==> config.mk <==
export PLATFORM = sky130hd
export DESIGN_NAME = rx_idle_timer
export DESIGN_NICKNAME = d
export VERILOG_FILES = /design/src/rtl/rx_idle_timer_pkg.sv /design/src/rtl/rxto_bit_tick.sv /design/src/rtl/rxto_idle_count.sv /design/src/rtl/rx_idle_timer.sv
export SDC_FILE = /design/constraint.sdc
export NUM_CORES = 1
export LEC_CHECK = 0
export CORE_UTILIZATION = 58
export DETAILED_ROUTE_END_ITERATION = 8
export DONT_BUFFER_PORTS = 1
export PLACE_DENSITY = 0.84
export RECOVER_POWER = 25
export SLEW_MARGIN = 40
export SYNTH_ARGS = -nofsm -noshare
export SYNTH_HDL_FRONTEND = slang
export SYNTH_SLANG_ARGS = --single-unit
export TNS_END_PERCENT = 10
==> constraint.sdc <==
create_clock -name clk_i -period 2.8 [get_ports clk_i]
set_input_delay 0.28 -clock clk_i [delete_from_list [all_inputs] [get_ports clk_i]]
set_output_delay 0.28 -clock clk_i [all_outputs]
set_load 0.05 [all_outputs]
==> src/rtl/rx_idle_timer_pkg.sv <==
package rx_idle_timer_pkg;
    // Default geometry of the timeout timer
    localparam int unsigned INC_WIDTH     = 16;
    localparam int unsigned OS_PER_BIT    = 16;
    localparam int unsigned LIMIT_WIDTH   = 24;
endpackage

==> src/rtl/rxto_bit_tick.sv <==
// Phase-accumulator bit-time generator: carry = oversample tick,
// every OS_PER_BIT-th oversample tick = one bit time.
module rxto_bit_tick #(
    parameter int unsigned INC_W  = rx_idle_timer_pkg::INC_WIDTH,
    parameter int unsigned OS_NUM = rx_idle_timer_pkg::OS_PER_BIT
) (
    input  logic             clk_i,
    input  logic             rst_ni,
    input  logic             restart_i,
    input  logic [INC_W-1:0] inc_i,
    output logic             bit_tick_o
);
    localparam int unsigned OS_W = (OS_NUM > 1) ? $clog2(OS_NUM) : 1;
    localparam logic [OS_W-1:0] OS_LAST = OS_W'(OS_NUM - 1);

    typedef struct packed {
        logic [INC_W-1:0] acc;
        logic [OS_W-1:0]  os;
    } tick_st_t;

    tick_st_t       st_d, st_q;
    logic [INC_W:0] sum;
    logic           os_tick;

    always_comb begin
        sum        = {1'b0, st_q.acc} + {1'b0, inc_i};
        os_tick    = sum[INC_W];
        bit_tick_o = os_tick && (st_q.os == OS_LAST);
        st_d       = st_q;
        if (restart_i) begin
            st_d = '0;
        end else begin
            st_d.acc = sum[INC_W-1:0];
            if (os_tick) begin
                st_d.os = (st_q.os == OS_LAST) ? '0 : st_q.os + 1'b1;
            end
        end
    end

    always_ff @(posedge clk_i or negedge rst_ni) begin
        if (!rst_ni) st_q <= '0;
        else         st_q <= st_d;
    end
endmodule

==> src/rtl/rxto_idle_count.sv <==
// Bit-time counter with single-shot comparison against the limit.
module rxto_idle_count #(
    parameter int unsigned LIM_W = rx_idle_timer_pkg::LIMIT_WIDTH
) (
    input  logic             clk_i,
    input  logic             rst_ni,
    input  logic             restart_i,
    input  logic             bit_tick_i,
    input  logic [LIM_W-1:0] limit_i,
    output logic             irq_o
);
    typedef struct packed {
        logic [LIM_W-1:0] cnt;
        logic             fired;
        logic             irq;
    } cnt_st_t;

    cnt_st_t        st_d, st_q;
    logic [LIM_W:0] next_cnt;

    always_comb begin
        st_d     = st_q;
        st_d.irq = 1'b0;
        next_cnt = {1'b0, st_q.cnt} + 1'b1;
        if (restart_i) begin
            st_d.cnt   = '0;
            st_d.fired = 1'b0;
        end else if (bit_tick_i && !st_q.fired) begin
            if (st_q.cnt != '1) begin
                st_d.cnt = next_cnt[LIM_W-1:0];
            end
            if ((limit_i != '0) && (next_cnt >= {1'b0, limit_i})) begin
                st_d.irq   = 1'b1;
                st_d.fired = 1'b1;
            end
        end
    end

    always_ff @(posedge clk_i or negedge rst_ni) begin
        if (!rst_ni) st_q <= '0;
        else         st_q <= st_d;
    end

    assign irq_o = st_q.irq;
endmodule

==> src/rtl/rx_idle_timer.sv <==
module rx_idle_timer #(
    parameter int unsigned INC_W  = rx_idle_timer_pkg::INC_WIDTH,
    parameter int unsigned OS_NUM = rx_idle_timer_pkg::OS_PER_BIT,
    parameter int unsigned LIM_W  = rx_idle_timer_pkg::LIMIT_WIDTH
) (
    input  logic             clk_i,
    input  logic             rst_ni,
    input  logic [INC_W-1:0] baud_inc_i,
    input  logic [LIM_W-1:0] timeout_val_i,
    input  logic             timeout_en_i,
    input  logic             rx_fifo_nonempty_i,
    input  logic             rx_push_i,
    input  logic             rx_pop_i,
    output logic             timeout_irq_o
);
    logic restart;
    logic bit_tick;

    // Any FIFO activity, an empty FIFO or a disabled feature restarts timing
    assign restart = rx_push_i | rx_pop_i | ~rx_fifo_nonempty_i | ~timeout_en_i;

    rxto_bit_tick #(
        .INC_W  (INC_W),
        .OS_NUM (OS_NUM)
    ) u_tick (
        .clk_i      (clk_i),
        .rst_ni     (rst_ni),
        .restart_i  (restart),
        .inc_i      (baud_inc_i),
        .bit_tick_o (bit_tick)
    );

    rxto_idle_count #(
        .LIM_W (LIM_W)
    ) u_count (
        .clk_i      (clk_i),
        .rst_ni     (rst_ni),
        .restart_i  (restart),
        .bit_tick_i (bit_tick),
        .limit_i    (timeout_val_i),
        .irq_o      (timeout_irq_o)
    );
endmodule

Yosys cells after proc, flatten, opt, wreduce, memory -nomap -nowiden
Index checks and enable logic that the tools add are counted.
Word-level totals
  input bits: 46
  register bits: 46
  output and inout bits: 1
Cells by class
  mux-type cells: 8
  magnitude comparators: 1
  equal/unequal tests: 2
  bitwise gates (word level): 5
  reductions and logical operators: 11
  add/sub/neg operators: 3
Operator list (number)
  26-bit 2-to-1 mux: 1
  24-bit by 1-bit adder with 25-bit output (second input constant): 1
  25-bit by 24-bit >= comparator with 1-bit output: 1
  25-bit 2-to-1 mux: 1
  24-bit 2-to-1 mux: 1
  24-bit != test (second input constant): 1
  24-bit nonzero test: 1
  20-bit 2-to-1 mux: 1
  16-bit by 16-bit adder with 17-bit output: 1
  4-bit 2-to-1 mux: 2
  2-bit nonzero test: 4
  4-bit by 1-bit adder with 4-bit output (second input constant): 1
  4-bit equality test (second input constant): 1
  2-bit AND reduction: 2
  1-bit logical AND: 3
  1-bit bitwise OR: 3
  2-bit 2-to-1 mux: 1
  1-bit NOT: 2
  1-bit zero test: 1
  1-bit 2-to-1 mux: 1

Logic depth before layout (Yosys ltp)
Gate-level depths: netlist of run 1.
  depth in word-level cells: 6
  gate-level depth with buffers: 15
  depth with buffers taken out: 14

Hierarchy
A second synthesis of run 1 with hierarchy kept.
Unflattened totals
  cells, all modules: 445
  area, all modules: 3985.1 um^2
By module, submodules not included
  rxto_idle_count: area an instance 2386.0 um^2, cells each 270, seq. area each 650.6 um^2, times used 1
  rxto_bit_tick: area an instance 1587.8 um^2, cells each 174, seq. area each 500.5 um^2, times used 1
  rx_idle_timer: area an instance 11.3 um^2, cells each 1, seq. area each 0.0 um^2, times used 1

Worst setup path before layout of run 1
Ideal clock, no wire load.
  path type: flip-flop to flip-flop
  from: register u_count.st_q[2] in the netlist's numbering
  to: register u_count.st_q, in the netlist u_count.irq_o
  setup time: 0.101 ns
  setup slack: -0.210 ns
  arrival: 2.909 ns
  required time: 2.699 ns
  stages on the path, launching flop included: 16
  path through: dfrtp_1 -> ha_1 -> and3_1 -> buf_4 -> nand4_4 -> nor2_1 -> nand4_1 -> xnor2_1 -> ha_1 -> and4_1 -> nand4_1 -> nor3_1 -> o21ai_0 -> a21oi_1 -> nor3_1 -> nor4_1
RTL lines
  from (decl): line rxto_idle_count.sv:18  | cnt_st_t st_d, st_q;
  from (signal assigned): line rxto_idle_count.sv:41  | else st_q <= st_d;

==> results of run 1 <==
layer usage:
| layer | track usage | up-vias | wire (um) |
|---|---|---|---|
| li1 | - | 1675 | - |
| met1 | 0.3403 | 1623 | 3959 |
| met2 | 0.5256 | 120 | 4754 |
| met3 | 0.04396 | 4 | 518 |
| met4 | 0.08772 | 0 | 51 |
| met5 | 0 | - | 0 |
registers in the layout (all words and copies together), names as in the netlist:
register,flops
u_tick.st_q,20
u_count.irq_o,1
u_count.st_q,25
critical path, delay by kind of cell (launching register included):
| kind | cells | cell delay [ns] |
|---|---|---|
| fa+ha+maj | 1 | 0.29 |
| compound gates | 2 | 0.24 |
| simple gates | 9 | 1.74 |
| xor+xnor | 1 | 0.06 |
| flops | 1 | 0.38 |
worst max-delay path by stage:
stage / from / to / slack [ns] / cells past startpoint
after floorplan: u_count.st_q[2] / u_count.irq_o / 0.03 / 15
after global placement: u_count.st_q[3] / u_count.irq_o / -0.0007 / 14
after detailed placement: u_count.st_q[3] / u_count.irq_o / -0.14 / 14
after CTS: u_count.st_q[3] / u_count.irq_o / -0.0007 / 14
after global routing: u_count.st_q[8] / u_count.st_q[1] / -0.19 / 13
final: u_count.st_q[14] / u_count.irq_o / -0.006 / 13
kinds of logic after synthesis:
| group | count (synthesis) | share of synthesized area |
|---|---|---|
| AO/OA/AOI/OAI | 110 | 0.1927 |
| XOR/XNOR | 33 | 0.07703 |
| adder cells (fa/ha/maj) | 43 | 0.1454 |
| buffers and inverters | 47 | 0.05668 |
| flip-flops | 46 | 0.3068 |
| AND/OR/NAND/NOR | 155 | 0.2214 |
repair_timing:
item,in CTS,in global routing
setup endpoints to repair,2,9
buffers inserted,8,7
gates resized for setup,11,11
pin swaps,15,12
endpoints found under the hold margin,46,0
hold buffers,2,0
layout by cell type (no fill, tap or decap), types with 3 or more instances in the layout:
cell / netlist / layout
a211oi_1: 5 / 3
a21o_1: 7 / 7
a21oi_1: 39 / 39
a31oi_1: 9 / 9
a41o_1: 6 / 6
and2_1: 4 / 4
and3_1: 8 / 5
and3_4: 0 / 3
and4_1: 4 / 4
buf_4: 2 / 43
clkbuf_8: 0 / 6
dfrtp_1: 46 / 44
ha_1: 42 / 41
inv_1: 32 / 32
nand2_1: 33 / 31
nand2b_1: 3 / 3
nand3_1: 17 / 16
nand4_1: 11 / 11
nor2_1: 33 / 31
nor3_1: 7 / 4
nor4_1: 8 / 8
o21ai_0: 16 / 14
o311ai_0: 3 / 3
o31ai_1: 12 / 12
or3_1: 3 / 3
or4_1: 12 / 12
xnor2_1: 19 / 19
xor2_1: 14 / 13
metrics by stage:
step | cell area, um^2 | utilization | hold slack [ns] | TNS, ns
after floorplan | 3767 | - | -0.01559 | 0
after global placement | 4019 | 0.6593 | -0.01467 | -0.0006544
after detailed placement | 4019 | 0.6593 | -0.01489 | -0.2080
after CTS | 4262 | 0.6991 | 0.2081 | -0.0006968
after global routing | 4343 | 0.7124 | 0.2190 | -0.3586
final | 4343 | 0.7124 | 0.2231 | -0.005977
synthesized netlist by cell type, types with 2 or more instances:
| master | n | area share |
|---|---|---|
| a211oi_1 | 5 | 0.010 |
| a21o_1 | 7 | 0.014 |
| a21oi_1 | 39 | 0.052 |
| a31oi_1 | 9 | 0.015 |
| a41o_1 | 6 | 0.016 |
| and2_1 | 4 | 0.0067 |
| and3_1 | 8 | 0.013 |
| and4_1 | 4 | 0.0093 |
| buf_2 | 5 | 0.0067 |
| buf_4 | 2 | 0.0040 |
| buf_6 | 3 | 0.0090 |
| clkbuf_1 | 4 | 0.0040 |
| dfrtp_1 | 46 | 0.31 |
| ha_1 | 42 | 0.14 |
| inv_1 | 32 | 0.032 |
| nand2_1 | 33 | 0.033 |
| nand2b_1 | 3 | 0.0050 |
| nand3_1 | 17 | 0.023 |
| nand4_1 | 11 | 0.018 |
| nor2_1 | 33 | 0.033 |
| nor2b_1 | 2 | 0.0033 |
| nor3_1 | 7 | 0.0093 |
| nor3b_1 | 2 | 0.0040 |
| nor4_1 | 8 | 0.013 |
| o211ai_1 | 2 | 0.0040 |
| o21a_1 | 2 | 0.0040 |
| o21ai_0 | 16 | 0.021 |
| o21bai_1 | 2 | 0.0040 |
| o311ai_0 | 3 | 0.0070 |
| o31ai_1 | 12 | 0.024 |
| or3_1 | 3 | 0.0050 |
| or4_1 | 12 | 0.024 |
| xnor2_1 | 19 | 0.044 |
| xor2_1 | 14 | 0.033 |
layout make-up:
type | count | share of cell area
clock buffers | 6 | 0.01901
clock inverters | 2 | 0.002881
inverters | 32 | 0.02766
multi-input cells | 341 | 0.5762
flip-flops and latches | 46 | 0.2656
well taps | 75 | 0.02161
repair buffers | 47 | 0.08701
power by group through the flow:
| stage | registers (mW) | clock network (mW) | logic (mW) |
|---|---|---|---|
| after floorplan | 0.682 | 0 | 0.0927 |
| after global placement | 0.683 | 0 | 0.111 |
| after detailed placement | 0.683 | 0 | 0.118 |
| after CTS | 0.670 | 0.445 | 0.138 |
| after global routing | 0.670 | 0.469 | 0.154 |
| final | 0.670 | 0.425 | 0.137 |
==> results.yml, run 1 <==
setup_path:
  crit-reg2reg-capture: "u_count.irq_o"
  critPathSlowestCell: "dfrtp_1"
  startpoint_type: "flip-flop"
  worstPathArrival_ns: 3.01
  critPathKind: "reg2reg"
  crit_chain: "and3_4 > nand4_1 > and2b_2 > and3_4 > xor2_2 > ha_1 > and4_1 > nand4_1 > nor3_4 > o21ai_1 > a21oi_1 > nor3_2 > nor4_1"
  endpoint_kind: "flip-flop"
  r2r-start: "u_count.st_q[14]"
  rr_worst_depth: 13
  path_max_fanout: 4
  reg2reg_slack_ns: -0.006
  critical_path.max_stage_delay_ns: 0.38
  required_ns: 3.01
timing:
  worstMarginPinSlew_ns: 1.189
  finalSetupViolations: 1
  finalCriticalPeriod_ns: 2.806
  fmax_mhz: 356.4
  rsz0062_at_grt: "true"
  setup_ws_ns: -0.005977
  finClkSkew_ns: 0.01112
  slew_headroom: 0.2074
  slew_viol_final: 0
  timing.final.crit_share: 1.002
  hold_violations: 0
pwr:
  comb_power_share: 0.111
  powerDensity_nw_per_um2: 283.6
  power_leakage_nw: 2.099
  pwr-share-seq: 0.544
  p_sw_uw: 315.7
  internal-power_uw: 915.9
  power_mw: 1.232
  p_clk_frac: 0.345
  ir_worst_vdd_mv: 0.3327
  switching_share: 0.2563
synth:
  synth_warnings: 0
  syn_avg_cell_area_um2: 8.646
  syn_area_um2: 3752
  synth_cells: 434
  synth_ff_type: "dfrtp_1"
  synth_nets: 523
  synth_seq_cells: 46
  synth_cell_types: 51
  synth_edf_count: 0
  yosysSeqAreaShare: 0.3068
  async_reset_ff_frac: 1.000
cts:
  cts_sinks: 46
  clk_latency_ns: 0.30
  htree_levels: 2
  clock_path_buffers: 2
  cts_buffers: 5
  cts_tree: "done"
  cts_root_buf: "clkbuf_8"
  clk_pin_slew_ns: 0.09
drt:
  vias: 3422
  firstDrtPassIters: 4
  avgViaCountPerCell: 6.233
  wl_mm: 9.283
  first_iter_violations: 228
  drcViolationCount: 0
  wl_per_cell_um: 16.91
  postRouteAntennaNets: 0
min_path:
  hold_path_class: "in2reg"
  hold_end: "u_tick.st_q[4]"
  min_from: "baud_inc_i[0]"
  hold_depth: 2
place:
  numPortBuffers: 0
  pre_cts_ws_ns: -0.1371
  dp_hpwl_mm: 6.574
  gp_congestion: 0.8660
  dp.cells: 524
global_routing:
  antenna_found_initial: 0
  grt_pass1_vias: 3387
  grt_max_degree: 47
  grt_overflow: 0
  grt_pass1_wl_mm: 14.58
  grt.total_usage: 0.2861
floorplanning:
  io_pins: 47
  start_util: 0.6156
  fp.coreArea_um2: 6096
  die_x_um: 82.44
  fp-row-count: 28
  die_h_um: 82.44
  dieArea_um2: 6796
cells_and_area:
  multi_input_area_um2: 2502
  drive_gt1_frac: 0.1709
  antenna_cells: 0
  nets: 562
  final_cells: 549
  area_delta_synth_final_pct: 15.74
  n_fill_cell: 458
  regArea_um2: 1154
run:
  drv_cap: 0
run_status:
  violations: "setup timing"
  outcome: "finished with violations"
(Power assumes the default switching activity.)
==> run 2, diff against run 1 <==
--- a/config.mk
+++ b/config.mk
@@ -5,11 +5,12 @@
 export SDC_FILE = /design/constraint.sdc
 export NUM_CORES = 1
 export LEC_CHECK = 0
-export CORE_UTILIZATION = 58
+export CORE_UTILIZATION = 62
 export DETAILED_ROUTE_END_ITERATION = 8
 export DONT_BUFFER_PORTS = 1
-export PLACE_DENSITY = 0.84
+export PLACE_DENSITY = 0.86
 export RECOVER_POWER = 25
+export REMOVE_ABC_BUFFERS = 1
 export SLEW_MARGIN = 40
 export SYNTH_ARGS = -nofsm -noshare
 export SYNTH_HDL_FRONTEND = slang
==> constraint.sdc (replaced) <==
create_clock -name clk_i -period 3.14 [get_ports clk_i]
set_input_delay 0.314 -clock clk_i [delete_from_list [all_inputs] [get_ports clk_i]]
set_output_delay 0.314 -clock clk_i [all_outputs]
set_load 0.05 [all_outputs]
==> results.yml, run 2 (synthesis results as in run 1) <==
run_status:
  outcome: "finished with violations"
  violations: "capacitance limit, slew limit"
timing:
  hold_violations: 0
  worstMarginPinSlew_ns: 2.068
  slew_viol_final: 47
  fmax_mhz: 322.5
  holdWs_ns: 0.2476
  timing.final.crit_share: 0.9874
  finalSetupViolations: 0
  setup_ws_ns: 0.03954
  finClkSkew_ns: 0.007394
  slew_headroom: -0.3789
  finalCriticalPeriod_ns: 3.100
setup_path:
  r2r-start: "u_count.st_q[4]"
  crit-reg2reg-capture: "u_count.irq_o"
  endpoint_kind: "flip-flop"
  reg2reg_slack_ns: 0.04
  rr_worst_depth: 14
  critPathKind: "reg2reg"
  worstPathArrival_ns: 3.29
  startpoint_type: "flip-flop"
  required_ns: 3.33
  path_max_fanout: 6
min_path:
  hold_path_class: "in2reg"
  hold_depth: 2
  min_from: "baud_inc_i[0]"
  hold_end: "u_tick.st_q[4]"
cts:
  cts_sinks: 46
  cts_root_buf: "clkbuf_8"
  cts_buffers: 5
  cts_tree: "done"
  clock_path_buffers: 2
  htree_levels: 2
  clk_pin_slew_ns: 0.09
  clk_latency_ns: 0.30
cells_and_area:
  final_area_um2: 4108
  most-common-layout-cells: "41 x ha_1, 41 x dfrtp_1, 38 x a21oi_1"
  largest_register_ffs: 25
  drive_gt1_frac: 0.1180
  antenna_cells: 0
  area_delta_synth_final_pct: 9.470
  nets: 537
  n_fill_cell: 430
  final_cells: 521
  largest-register: "u_count.st_q"
pwr:
  power_mw: 1.163
  powerDensity_nw_per_um2: 283.0
  power_leakage_nw: 1.960
  ir_worst_vdd_mv: 0.1914
floorplanning:
  fp.coreArea_um2: 5675
  die_h_um: 79.80
  fp-row-count: 27
  io_pins: 47
  dieArea_um2: 6367
  die_x_um: 79.80
  start_util: 0.6612
drt:
  wl_mm: 9.153
  avgViaCountPerCell: 6.614
  wl_per_cell_um: 17.57
  vias: 3446
  drcViolationCount: 0
  m1WireLength_mm: 3.737
  top_layer_used: "met4"
  route.met3.wl_um: 754
  wl_met2_mm: 4.421
  firstDrtPassIters: 5
  first_iter_violations: 285
  postRouteAntennaNets: 0
global_routing:
  grt_overflow: 0
  antenna_found_initial: 0
  grt_pass1_vias: 3350
  grt_pass1_wl_mm: 15.02
  grt_max_degree: 47
  grt.total_usage: 0.3027
run:
  drv_cap: 1
place:
  numPortBuffers: 0
  pre_cts_ws_ns: 0.01266
  dp.cells: 504
  gp_congestion: 0.9231
  dp_hpwl_mm: 6.258
  dpl_cell_area_um2: 3860
==> run 2: cell count changes in the layout (fill, tap and decap cells not counted), sizes merged <==
| cell | previous run | this run |
|---|---|---|
| clkinv | 1 | 0 |
| bufinv | 0 | 1 |
| dlymetal6s4s | 0 | 1 |
| clkinvlp | 1 | 0 |
| buf | 45 | 20 |
==> run 2: stage by stage <==
stage / utilization / TNS, ns
detailed placement: 0.6801 / 0
CTS: 0.7075 / 0
finish: 0.7238 / 0
global route: 0.7238 / -0.05753
floorplan: - / 0
global placement: 0.6801 / 0
==> run 2: final cells by class <==
class,count,area (um^2),area share
multi-input cells,341,2449,0.5961
well taps,72,90.09,0.02193
inverters,32,120.1,0.02924
repair buffers,22,185.2,0.04508
flip-flops and latches,46,1157,0.2818
clock buffers,7,76.32,0.01858
clock inverters,1,30.03,0.007310
==> run 2: repair_timing <==
action / CTS / global route
cloned: 0 / 0
setup buffers: 0 / 7
endpoints found under the setup margin: 1 / 2
pin swaps: 0 / 8
hold endpoints to repair: 46 / 0
hold buffers: 2 / 0
resized for setup: 2 / 22
==> run 2: worst max-delay path by stage <==
stage,depth (start not counted),startpoint,endpoint
final,14,u_count.st_q[4],u_count.irq_o
after global routing,13,u_count.st_q[4],u_count.st_q[1]
after CTS,13,u_count.st_q[8],u_count.irq_o
after detailed placement,14,u_count.st_q[3],u_count.irq_o
after global placement,13,u_count.st_q[8],u_count.irq_o
after floorplan,14,u_count.st_q[2],u_count.irq_o
==> run 2: critical path, stage by stage (launching register included) <==
cell and delay, ns:
dfrtp_2 0.43, nand3_2 0.18, nor4b_4 0.38, and2b_2 0.24
nand2_2 0.08, xnor2_1 0.16, ha_1 0.31, and4_1 0.20
nand4_1 0.14, nor3_2 0.17, buf_4 0.13, nand2_1 0.04
o2111ai_1 0.12, nor3_2 0.08, nor4_1 0.31
==> run 2: power by group <==
part	total, mW	internal (mW)	switching, mW
logic	0.122	0.0440	0.0776
clock network	0.444	0.239	0.205
registers	0.597	0.596	0.00151
total	1.16	0.878	0.284
==> run 2: metal layers <==
| layer | track usage | up-vias |
|---|---|---|
| li1 | - | 1625 |
| met1 | 0.3869 | 1613 |
| met2 | 0.4974 | 179 |
| met3 | 0.06057 | 29 |
| met4 | 0.1268 | 0 |
| met5 | 0 | - |
